## src/rtl/irq_steer_pkg.sv

```systemverilog
package irq_steer_pkg;
    localparam int BANK_W      = 32;
    localparam int NUM_BANKS   = 5;
    localparam int NUM_MASTERS = 3;
    localparam int ADDR_W      = 8;

    // first interrupt number of master m: master 0 holds one bank, others two
    function automatic int master_lo(input int m, input int bw);
        return (m == 0) ? 0 : bw + (m - 1) * 2 * bw;
    endfunction

    function automatic int master_len(input int m, input int bw);
        return (m == 0) ? bw : 2 * bw;
    endfunction
endpackage

```

## src/rtl/irq_steer_regs.sv

```systemverilog
module irq_steer_regs #(
    parameter int BANK_W      = irq_steer_pkg::BANK_W,
    parameter int NUM_BANKS   = irq_steer_pkg::NUM_BANKS,
    parameter int NUM_MASTERS = irq_steer_pkg::NUM_MASTERS,
    parameter int ADDR_W      = irq_steer_pkg::ADDR_W
) (
    input  logic                          clk,
    input  logic                          rst_n,
    input  logic                          wr_en,
    input  logic [ADDR_W-1:0]             addr,
    input  logic [BANK_W-1:0]             wdata,
    input  logic [NUM_BANKS*BANK_W-1:0]   status,
    output logic [NUM_BANKS*BANK_W-1:0]   mask,
    output logic [NUM_BANKS*BANK_W-1:0]   force_set,
    output logic [NUM_MASTERS-1:0]        mdis,
    output logic [BANK_W-1:0]             rdata
);
    localparam int LINES   = NUM_BANKS * BANK_W;
    localparam int WIDX_W  = ADDR_W - 2;
    localparam int SET_B   = NUM_BANKS;
    localparam int STAT_B  = 2 * NUM_BANKS;
    localparam int DIS_IDX = 3 * NUM_BANKS;

    typedef struct packed {
        logic [LINES-1:0]       mask;
        logic [LINES-1:0]       set;
        logic [NUM_MASTERS-1:0] dis;
    } regs_t;

    regs_t r_d, r_q;

    logic [WIDX_W-1:0] widx;
    logic              aligned;

    assign widx    = addr[ADDR_W-1:2];
    assign aligned = (addr[1:0] == 2'b00);

    always_comb begin
        r_d = r_q;
        if (wr_en && aligned) begin
            for (int k = 0; k < NUM_BANKS; k++) begin
                if (widx == WIDX_W'(k))
                    r_d.mask[(NUM_BANKS-1-k)*BANK_W +: BANK_W] = wdata;
                if (widx == WIDX_W'(SET_B + k))
                    r_d.set[(NUM_BANKS-1-k)*BANK_W +: BANK_W] = wdata;
            end
            if (widx == WIDX_W'(DIS_IDX))
                r_d.dis = wdata[NUM_MASTERS-1:0];
        end
    end

    always_ff @(posedge clk or negedge rst_n) begin
        if (!rst_n) r_q <= '0;
        else        r_q <= r_d;
    end

    always_comb begin
        rdata = '0;
        if (aligned) begin
            for (int k = 0; k < NUM_BANKS; k++) begin
                if (widx == WIDX_W'(k))
                    rdata = r_q.mask[(NUM_BANKS-1-k)*BANK_W +: BANK_W];
                if (widx == WIDX_W'(SET_B + k))
                    rdata = r_q.set[(NUM_BANKS-1-k)*BANK_W +: BANK_W];
                if (widx == WIDX_W'(STAT_B + k))
                    rdata = status[(NUM_BANKS-1-k)*BANK_W +: BANK_W];
            end
            if (widx == WIDX_W'(DIS_IDX))
                rdata = {{(BANK_W-NUM_MASTERS){1'b0}}, r_q.dis};
        end
    end

    assign mask      = r_q.mask;
    assign force_set = r_q.set;
    assign mdis      = r_q.dis;
endmodule

```

## src/rtl/irq_steer_status.sv

```systemverilog
module irq_steer_status #(
    parameter int BANK_W    = irq_steer_pkg::BANK_W,
    parameter int NUM_BANKS = irq_steer_pkg::NUM_BANKS
) (
    input  logic [NUM_BANKS*BANK_W-1:0] irq_in,
    input  logic [NUM_BANKS*BANK_W-1:0] mask,
    input  logic [NUM_BANKS*BANK_W-1:0] force_set,
    output logic [NUM_BANKS*BANK_W-1:0] status
);
    for (genvar b = 0; b < NUM_BANKS; b++) begin : g_bank
        localparam int LO = b * BANK_W;
        assign status[LO +: BANK_W] =
            (irq_in[LO +: BANK_W] & mask[LO +: BANK_W]) | force_set[LO +: BANK_W];
    end
endmodule

```

## src/rtl/irq_steer_master.sv

```systemverilog
module irq_steer_master #(
    parameter int BANK_W      = irq_steer_pkg::BANK_W,
    parameter int NUM_BANKS   = irq_steer_pkg::NUM_BANKS,
    parameter int NUM_MASTERS = irq_steer_pkg::NUM_MASTERS
) (
    input  logic                        clk,
    input  logic                        rst_n,
    input  logic [NUM_BANKS*BANK_W-1:0] status,
    input  logic [NUM_MASTERS-1:0]      mdis,
    output logic [NUM_MASTERS-1:0]      master_irq
);
    typedef struct packed {
        logic [NUM_MASTERS-1:0] out;
    } mst_t;

    logic [NUM_MASTERS-1:0] grp;
    mst_t m_d, m_q;

    for (genvar m = 0; m < NUM_MASTERS; m++) begin : g_grp
        localparam int LO  = irq_steer_pkg::master_lo(m, BANK_W);
        localparam int LEN = irq_steer_pkg::master_len(m, BANK_W);
        assign grp[m] = |status[LO +: LEN];
    end

    always_comb begin
        m_d.out = grp & ~mdis;
    end

    always_ff @(posedge clk or negedge rst_n) begin
        if (!rst_n) m_q <= '0;
        else        m_q <= m_d;
    end

    assign master_irq = m_q.out;
endmodule

```

## src/rtl/irq_steer_agg.sv

```systemverilog
module irq_steer_agg #(
    parameter int BANK_W      = irq_steer_pkg::BANK_W,
    parameter int NUM_BANKS   = irq_steer_pkg::NUM_BANKS,
    parameter int NUM_MASTERS = irq_steer_pkg::NUM_MASTERS,
    parameter int ADDR_W      = irq_steer_pkg::ADDR_W
) (
    input  logic                          clk,
    input  logic                          rst_n,
    input  logic [NUM_BANKS*BANK_W-1:0]   irq_in,
    input  logic                          wr_en,
    input  logic [ADDR_W-1:0]             addr,
    input  logic [BANK_W-1:0]             wdata,
    output logic [BANK_W-1:0]             rdata,
    output logic [NUM_MASTERS-1:0]        master_irq
);
    localparam int LINES = NUM_BANKS * BANK_W;

    logic [LINES-1:0]       mask_w;
    logic [LINES-1:0]       set_w;
    logic [LINES-1:0]       status_w;
    logic [NUM_MASTERS-1:0] mdis_w;

    irq_steer_regs #(
        .BANK_W(BANK_W), .NUM_BANKS(NUM_BANKS),
        .NUM_MASTERS(NUM_MASTERS), .ADDR_W(ADDR_W)
    ) u_regs (
        .clk(clk), .rst_n(rst_n), .wr_en(wr_en), .addr(addr), .wdata(wdata),
        .status(status_w), .mask(mask_w), .force_set(set_w), .mdis(mdis_w),
        .rdata(rdata)
    );

    irq_steer_status #(
        .BANK_W(BANK_W), .NUM_BANKS(NUM_BANKS)
    ) u_status (
        .irq_in(irq_in), .mask(mask_w), .force_set(set_w), .status(status_w)
    );

    irq_steer_master #(
        .BANK_W(BANK_W), .NUM_BANKS(NUM_BANKS), .NUM_MASTERS(NUM_MASTERS)
    ) u_master (
        .clk(clk), .rst_n(rst_n), .status(status_w), .mdis(mdis_w),
        .master_irq(master_irq)
    );
endmodule

```

## config.mk

```make
export PLATFORM = sky130hd
export DESIGN_NAME = irq_steer_agg
export DESIGN_NICKNAME = d
export VERILOG_FILES = /design/src/rtl/irq_steer_pkg.sv /design/src/rtl/irq_steer_regs.sv /design/src/rtl/irq_steer_status.sv /design/src/rtl/irq_steer_master.sv /design/src/rtl/irq_steer_agg.sv
export SDC_FILE = /design/constraint.sdc
export NUM_CORES = 1
export LEC_CHECK = 0
export ABC_AREA = 1
export BUFFER_PORTS_ARGS = -buffer_cell sky130_fd_sc_hd__buf_2
export CAP_MARGIN = 20
export CELL_PAD_IN_SITES_DETAIL_PLACEMENT = 0
export CELL_PAD_IN_SITES_GLOBAL_PLACEMENT = 1
export CORE_UTILIZATION = 42
export CTS_CLUSTER_DIAMETER = 120
export DETAILED_ROUTE_END_ITERATION = 8
export PLACE_DENSITY = 0.77
export SLEW_MARGIN = 10
export SYNTH_ARGS = -nofsm -noshare
export SYNTH_HDL_FRONTEND = slang
export SYNTH_SLANG_ARGS = --single-unit
```

## constraint.sdc

```tcl
create_clock -name clk -period 1.8 [get_ports clk]
set_clock_uncertainty 0.1 [all_clocks]
set_input_delay 0.18 -clock clk [delete_from_list [all_inputs] [get_ports clk]]
set_output_delay 0.18 -clock clk [all_outputs]
set_load 0.005 [all_outputs]
```

==> flow_summary.json, run 1 <==
{
  "placed_area_sq_um": 20200,
  "r2r_start": "u_regs.mask[102]$_DFFE_PN0P_",
  "place.port_buffers": 237,
  "synth_top_family_by_area": "simple AND/OR/NAND/NOR gates",
  "grtUsageTotal": 0.289,
  "synthSimpleGateAreaFrac": 0.272,
  "yosysTopAreaCellShare": 0.480,
  "p_int_uw": 13400,
  "clk_pin_slew_ps": 60,
  "drive_above_1_share": 0.266,
  "status": "complete, but fails checks",
  "ys_ff_latch": 326,
  "layout.nets": 2858,
  "ctsLongestPathBuffers": 3,
  "tightest_slew_ps": 553,
  "yosysMostFrequentCell": "nand2_1",
  "antenna_found_initial": 3,
  "ff2ff_setup_slack_ps": 50,
  "fin_crit_sh": 1.36,
  "min_path_cells": 3,
  "start_util": 0.427,
  "path_class": "flip-flop to output port",
  "finalSetupTns_ps": -15660,
  "syn_nets": 2480,
  "antenna_left": 0,
  "place.gp.congestion": 0.890,
  "rsz0062_at_grt": "true",
  "p_comb_frac": 0.127,
  "hold_class": "input port to flip-flop",
  "synth_compound_area_frac": 0.188,
  "crit_path_start_kind": "flip-flop",
  "root_buffer": "clkbuf_16",
  "endpoint_kind": "output port",
  "grt_start_max_net_pins": 65,
  "final_max_slew_viol_count": 0,
  "total_power_uw": 18200,
  "p_sw_frac": 0.263,
  "vias_per_cell": 5.38,
  "synthXorXnorAreaFrac": 0,
  "insertion_delay_ps": 550,
  "crit_fanout": 2,
  "synth_warnings": 0,
  "syn_inst": 2277,
  "violations": "negative setup slack",
  "p_switching_uw": 4780,
  "relSlewSlack": 0.631,
  "synth_area_leaders": "dfrtp_1 (48%), nand2_1 (18%), a21oi_1 (7.8%)",
  "synth-seq-area-share": 0.480,
  "die_area_sq_um": 41300,
  "ys.flop_type": "dfrtp_1",
  "drc": 0,
  "power.leakage_uw": 0.0105,
  "arrival_ps": 2160,
  "core_area_sq_um": 39800,
  "r2r_end": "u_master.master_irq[2]$_DFF_PN0_",
  "die_h_um": 203,
  "fmax_mhz": 410,
  "dr.pass1.iters": 6,
  "synth.largest_area_cell": "dfrtp_1",
  "worstHoldStart": "wdata[0]",
  "power_frac_clock": 0.431,
  "holdWs_ps": 15.0,
  "critPathRequiredTime_ps": 1520,
  "num_rows": 73,
  "synth_fa_ha_area_frac": 0,
  "drt_iter0_drc": 1233,
  "grt_pass1_vias": 16600,
  "hpwl_um": 42900,
  "fin_crit_ps": 2440,
  "holdPathEnd": "u_regs.force_set[128]$_DFFE_PN0P_",
  "vias": 17200,
  "pre_cts_ws_ps": -475,
  "synth_edf_count": 0,
  "final_area_sq_um": 22600,
  "tritoncts": "built",
  "numCtsBuffers": 39,
  "synth.cell_area_sq_um": 17000,
  "io_pins": 238,
  "synthMuxAreaShare": 0,
  "fp.dieW_um": 203,
  "wirelength_um": 59300,
  "irDropWorstVdd_mv": 0.748,
  "worst_slack_ps": -641,
  "seqPwrFrac": 0.443,
  "clock_sink_count": 326,
  "wl_per_cell_um": 18.5,
  "overflow": 0,
  "htree_levels": 2,
  "async_reset_ff_frac": 1.00,
  "ys_top_cells_by_count": "nand2_1 (834), dfrtp_1 (326), a21oi_1 (264)",
  "finalSetupViolations": 32,
  "grt_pass1_wl_um": 91900,
  "finalHoldViolCount": 0,
  "syn_avg_cell_area_sq_um": 7.47,
  "yosysUniqueCellTypes": 26,
  "r2r_cells": 5,
  "area_growth_pct": 32.8,
  "p_per_area_nw_per_um2": 805,
  "cap_violations": 0
}
==> layer usage <==
layer  GRT usage  wire length (um)  vias up
li1            -                 -     8380
met1       0.363             24300     8192
met2       0.494             29400      515
met3      0.0382              2910      143
met4       0.136              2660        4
met5           0                21        -
==> cells in the final DEF (no fill, tap or decap), drive strengths merged <==
master	synthesis	final
inv	116	116
nor2	63	63
nand3	76	76
a41oi	2	2
or2	2	2
buf	50	431
nand2	840	840
bufinv	0	1
clkinv	0	5
dfrtp	326	326
nor3	2	2
dlygate4sd3	0	31
nor4	10	10
clkbuf	75	60
nand4	102	102
diode	0	1
o21ai	321	321
a21oi	292	292
==> layout make-up <==
class,count,area [sq um]
flip-flops and latches,326,8160
clock buffers,60,1200
multi-input cells,1710,8420
diodes,1,2.50
fillers,3856,17200
inverters,116,443
clock inverters,6,55.1
well taps,525,657
repair buffers,462,3650
==> what timing repair did <==
| action | CTS | global route |
|---|---|---|
| pin swaps | 38 | 103 |
| gates resized for setup | 109 | 70 |
| hold buffers | 31 | 0 |
| buffers inserted | 24 | 18 |
| hold endpoints to repair | 407 | 0 |
| endpoints found under the setup margin | 34 | 34 |
==> critical path: stages, from the launching register on <==
cell	delay [ps]
dfrtp_1	400
a21oi_2	160
nor2_2	60
nor2_2	150
nand4_1	100
o21ai_1	100
nand4_1	120
nor2_1	100
nand4_1	100
nor2_2	140
nor2_2	60
buf_2	120
==> per-stage QoR <==
| stage | util | cells |
|---|---|---|
| floorplan | - | 2277 |
| global placement | 0.506 | 3081 |
| detailed placement | 0.506 | 3081 |
| CTS | 0.559 | 3193 |
| global route | 0.567 | 3205 |
| finish | 0.567 | 3206 |
==> worst max path at each step <==
stage	depth (start not counted)	start	to
after global routing	11	u_regs.force_set[158]$_DFFE_PN0P_	rdata[30]
after detailed placement	16	addr[7]	rdata[31]
after global placement	18	addr[6]	rdata[2]
after CTS	12	u_regs.mask[158]$_DFFE_PN0P_	rdata[30]
after floorplan	14	addr[5]	rdata[28]
final	11	u_regs.force_set[158]$_DFFE_PN0P_	rdata[30]
==> power by group through the flow <==
stage / registers (uW) / clock network [uW] / logic, uW
finish: 8050 / 7820 / 2300
global route: 8100 / 8240 / 2540
CTS: 8030 / 7970 / 2230
detailed placement: 8150 / 0 / 2050
global placement: 8130 / 0 / 2020
floorplan: 8080 / 0 / 912
==> cell families (layout without fill, tap and decap cells) <==
family	after synthesis	in the layout
simple gates	1095	1095
compound gates	615	615
flops	326	326
buf+inv	241	644
other cells	0	1
==> sequential cells by signal, indices dropped and copies added (netlist names) <==
register and flops:
u_regs.mask 160, u_regs.mdis 3, u_master.master_irq 3, u_regs.force_set 160
Power figures use the tool's default switching activity.
==> inputs of run 2 (changes only) <==
Settings changed: CTS_BUF_LIST set to sky130_fd_sc_hd__clkbuf_16.
==> run 2 against run 1 <==
Effect of this change: the flow still finishes with violations (negative setup slack); via count shrank 0.32%; sequential cell count unchanged; critical path depth unchanged; sequential share of layout area grew 0.16 points; clock-buffer cell count fell by 19; register-to-register slack improved by 20 ps; combinational power about the same; sequential power about the same; power is 2.7% lower; largest cell class unchanged.
==> flow_summary.json, run 2 (same netlist as run 1, synthesis figures left out) <==
{
  "status": "complete, but fails checks",
  "violations": "negative setup slack",
  "die_area_sq_um": 41300,
  "vias_per_cell": 5.36,
  "finalHoldViolCount": 0,
  "ctsLongestPathBuffers": 3,
  "layoutNonFillerInstCount": 3205,
  "worst_slack_ps": -644,
  "dp_cells": 3081,
  "final_max_slew_viol_count": 0,
  "crit_path_max_incr_delay_ps": 400,
  "final_cell_mix": "nand2_1 (776), dfrtp_1 (326), o21ai_0 (248)",
  "placed_area_sq_um": 20200,
  "numCtsBuffers": 39,
  "crit_fanout": 2,
  "dr.pass1.iters": 5,
  "overflow": 0,
  "io_pins": 238,
  "place.port_buffers": 237,
  "power.leakage_uw": 0.0105,
  "endpoint_kind": "output port",
  "hold_class": "input port to flip-flop",
  "critPathRequiredTime_ps": 1520,
  "vias": 17200,
  "start_util": 0.427,
  "relSlewSlack": 0.625,
  "insertion_delay_ps": 550,
  "path_common_cell": "nor2_2",
  "crit_path_start_kind": "flip-flop",
  "irDropWorstVdd_mv": 0.753,
  "arrival_ps": 2160,
  "wl_per_cell_um": 18.5,
  "drive_above_1_share": 0.263,
  "path_class": "flip-flop to output port",
  "drt_iter0_drc": 1261,
  "die_h_um": 203,
  "hpwl_um": 42900,
  "core_area_sq_um": 39800,
  "clock_sink_count": 326,
  "clk_pin_slew_ps": 60,
  "final_area_sq_um": 22500,
  "htree_levels": 2,
  "layout.nets": 2858,
  "num-fill-cells": 3872,
  "holdWs_ps": 10.7,
  "grt_start_max_net_pins": 65,
  "tightest_slew_ps": 562,
  "area_growth_pct": 32.3,
  "crit_chain": "a21oi_2, nor2_2, nor2_2, nand4_1, o21ai_1, nand4_1, nor2_1, nand4_1, nor2_2, nor2_2, buf_2",
  "cap_violations": 0,
  "fmax_mhz": 409,
  "ff2ff_setup_slack_ps": 70,
  "num_rows": 73,
  "antenna_left": 0,
  "total_power_uw": 17700,
  "tritoncts": "built",
  "postLayoutCoreUtil": 0.565,
  "grtUsageTotal": 0.289,
  "crit_path_top_delay_cell": "dfrtp_1",
  "p_per_area_nw_per_um2": 786,
  "fin_crit_sh": 1.36,
  "rsz0062_at_grt": "true",
  "antenna_found_initial": 3,
  "drc": 0,
  "grt_pass1_wl_um": 91900,
  "fin_crit_ps": 2440,
  "finalSetupViolations": 32,
  "final_common_cell": "nand2_1",
  "root_buffer": "clkbuf_16",
  "n_antenna_cell": 0,
  "place.gp.congestion": 0.890,
  "wirelength_um": 59200,
  "fp.dieW_um": 203,
  "grt_pass1_vias": 16600
}
==> run 2: cell type report <==
cell class	instances	area [sq um]	share of cell area
Tap cell	525	657	0.0292
Clock inverter	25	126	0.00562
Sequential cell	326	8160	0.363
Clock buffer	41	1030	0.0456
Multi-Input combinational cell	1710	8420	0.375
Timing Repair Buffer	462	3650	0.162
Inverter	116	443	0.0197
==> run 2: final timing paths <==
check	end	from	cells after the start
max in group asynchronous	u_regs.force_set[23]$_DFFE_PN0P_	rst_n	3
min in group asynchronous	u_regs.mask[140]$_DFFE_PN0P_	rst_n	2
min	u_regs.force_set[128]$_DFFE_PN0P_	wdata[0]	3
min reg2reg	u_master.master_irq[0]$_DFF_PN0_	u_regs.mdis[0]$_DFFE_PN0P_	1
max	rdata[30]	u_regs.force_set[158]$_DFFE_PN0P_	11
max reg2reg	u_master.master_irq[2]$_DFF_PN0_	u_regs.mask[128]$_DFFE_PN0P_	6
==> run 2: repair_timing <==
| action | 4_1_cts | 5_1_grt |
|---|---|---|
| pin swaps | 38 | 103 |
| endpoints found under the setup margin | 34 | 34 |
| buffers inserted | 23 | 19 |
| gates cloned | 0 | 0 |
| hold buffers | 31 | 0 |
| endpoints found under the hold margin | 406 | 0 |
| gates resized for setup | 109 | 71 |
==> run 2: routing by layer <==
layer	global-route usage	vias to the layer above	wire length, um
met1	0.363	8153	24300
met2	0.495	499	29600
li1	-	8372	-
met4	0.133	6	2590
met5	0	-	35
met3	0.0379	148	2700
==> run 2: metrics by stage <==
stage                     worst slack [ps]  TNS [ps]
after detailed placement              -475    -31240
after global placement                -454    -28750
final                                 -644    -15580
after CTS                             -704    -17350
after global routing                  -807    -19900
after floorplan                        134         0
==> run 2: critical path: cells and delay by family (launching register included) <==
| family | cells | cell delay [ps] |
|---|---|---|
| buffers and inverters | 1 | 120 |
| flip-flops | 1 | 400 |
| AO/OA/AOI/OAI | 2 | 260 |
| AND/OR/NAND/NOR | 8 | 820 |
==> run 2: power breakdown <==
| group | switching, uW | internal (uW) |
|---|---|---|
| clock | 3130 | 4210 |
| combinational | 1320 | 974 |
| sequential | 316 | 7730 |
==> inputs of run 3 (changes only) <==
Settings changed: PLACE_DENSITY 0.77 to not set, PLACE_DENSITY_LB_ADDON set to 0.1, SLEW_MARGIN 10 to 20.
==> run 3 against run 2 <==
Effect of this change: highest routed layer is now met4; final cell count up 0.56%; maximum frequency up 1.6%; die area unchanged; core utilization up 0.33 points; sequential share of layout area down 0.21 points; the run still ends with negative setup slack left; register-to-register slack worse by 30 ps; design area up 0.58%; largest power group unchanged; setup slack better by 38 ps; largest cell class unchanged; clock power up 8.0%; critical endpoint unchanged.
==> flow_summary.json, run 3 (same netlist as run 1, synthesis figures left out) <==
{
  "status": "complete, but fails checks",
  "violations": "negative setup slack",
  "fin_crit_ps": 2410,
  "core_area_sq_um": 39800,
  "overflow": 0,
  "vias_per_cell": 5.34,
  "fp.dieW_um": 203,
  "rsz0062_at_grt": "true",
  "antenna_found_initial": 1,
  "power.leakage_uw": 0.0106,
  "final_cell_mix": "nand2_1 (767), dfrtp_1 (326), o21ai_0 (248)",
  "r2r_start": "u_regs.mask[128]$_DFFE_PN0P_",
  "min_path_cells": 3,
  "tritoncts": "built",
  "die_area_sq_um": 41300,
  "r2r_cells": 7,
  "fmax_mhz": 416,
  "numCtsBuffers": 40,
  "crit_path_top_delay_cell": "dfrtp_1",
  "endpoint_kind": "output port",
  "dr.pass1.iters": 7,
  "ff2ff_setup_slack_ps": 40,
  "grt_pass1_wl_um": 93300,
  "grt_start_max_net_pins": 76,
  "path_class": "flip-flop to output port",
  "grtUsageTotal": 0.293,
  "r2r_end": "u_master.master_irq[2]$_DFF_PN0_",
  "critPathRequiredTime_ps": 1520,
  "htree_levels": 2,
  "startpoint": "u_regs.mask[158]$_DFFE_PN0P_",
  "final_max_slew_viol_count": 0,
  "clk_pin_slew_ps": 60,
  "die_h_um": 203,
  "final_common_cell": "nand2_1",
  "drc": 0,
  "crit_buf_inv": 1,
  "hold_class": "input port to flip-flop",
  "path_delay_family": "simple AND/OR/NAND/NOR gates",
  "root_buffer": "clkbuf_16",
  "wl_per_cell_um": 18.6,
  "io_pins": 238,
  "relSlewSlack": 0.710,
  "postLayoutCoreUtil": 0.568,
  "place.port_buffers": 237,
  "p_per_area_nw_per_um2": 808,
  "drt_iter0_drc": 1228,
  "irDropWorstVdd_mv": 0.667,
  "finalSetupTns_ps": -15940,
  "vias": 17200,
  "crit_fanout": 2,
  "crit_path_max_incr_delay_ps": 400,
  "num_rows": 73,
  "area_growth_pct": 33.0,
  "grt_pass1_vias": 16800,
  "start_util": 0.427,
  "finalSetupViolations": 32,
  "tightest_slew_ps": 435,
  "hpwl_um": 43000,
  "finalHoldViolCount": 0,
  "place.gp.congestion": 0.879,
  "arrival_ps": 2130,
  "cap_violations": 0,
  "clock_sink_count": 326,
  "worstHoldStart": "wdata[0]",
  "wirelength_um": 60000,
  "fin_crit_sh": 1.34,
  "ctsLongestPathBuffers": 3,
  "insertion_delay_ps": 560,
  "worst_slack_ps": -606,
  "holdPathEnd": "u_regs.force_set[128]$_DFFE_PN0P_",
  "crit_chain": "a21oi_2, nor2_2, nor2_4, nand4_1, o21ai_1, nand4_1, nor2_1, nand4_1, nor2_2, nor2_2, buf_2",
  "drive_above_1_share": 0.266,
  "antenna_left": 0,
  "layout.nets": 2872,
  "crit_path_start_kind": "flip-flop",
  "total_power_uw": 18300,
  "pre_cts_ws_ps": -522
}
-- run 3: metrics by stage --
stage | cell area (sq um) | hold WS, ps | std cells
finish | 22600 | 8.87 | 3223
global route | 22600 | 28.5 | 3222
CTS | 22200 | 9.51 | 3207
detailed placement | 20200 | -2.17 | 3098
global placement | 20200 | -2.68 | 3098
floorplan | 17000 | -216 | 2277
-- run 3: layout make-up --
cell class / instances / area (sq um)
fillers: 3818 / 17200
multi-input cells: 1710 / 8400
flip-flops and latches: 326 / 8160
repair buffers: 475 / 3700
clock buffers: 41 / 1030
well taps: 525 / 657
inverters: 116 / 440
clock inverters: 29 / 238
diodes: 1 / 2.50
-- run 3: repair_timing --
item                                    CTS  global route
gates resized for setup                  99            75
endpoints found under the hold margin   422             0
pin swaps                                46           111
cloned                                    0             0
endpoints found under the setup margin   33            34
setup buffers                             5            15
hold buffers                             34             0
-- run 3: where the power goes --
group / internal [uW] / switching [uW]
clock network: 4680 / 3240
registers: 7730 / 306
logic: 974 / 1340
total: 13400 / 4890
-- run 3: worst register-to-register path: stages, from the launching register on --
cell	delay, ps
dfrtp_1	400
a21oi_2	180
buf_4	130
buf_4	90
nand4_1	130
nor4_2	300
buf_4	170
a41oi_2	120
-- run 3: worst max-delay path by stage --
stage | depth (start not counted) | end
floorplan | 14 | rdata[28]
global placement | 16 | rdata[22]
detailed placement | 18 | rdata[2]
CTS | 12 | rdata[30]
global route | 11 | rdata[30]
finish | 11 | rdata[30]
-- run 3: layer usage --
| layer | share of wire | vias to the layer above | GRT usage |
|---|---|---|---|
| met1 | 0.41 | 8228 | 0.362 |
| met5 | 0 | - | 0 |
| met2 | 0.51 | 475 | 0.515 |
| met3 | 0.046 | 122 | 0.0355 |
| li1 | - | 8393 | - |
| met4 | 0.038 | 0 | 0.128 |
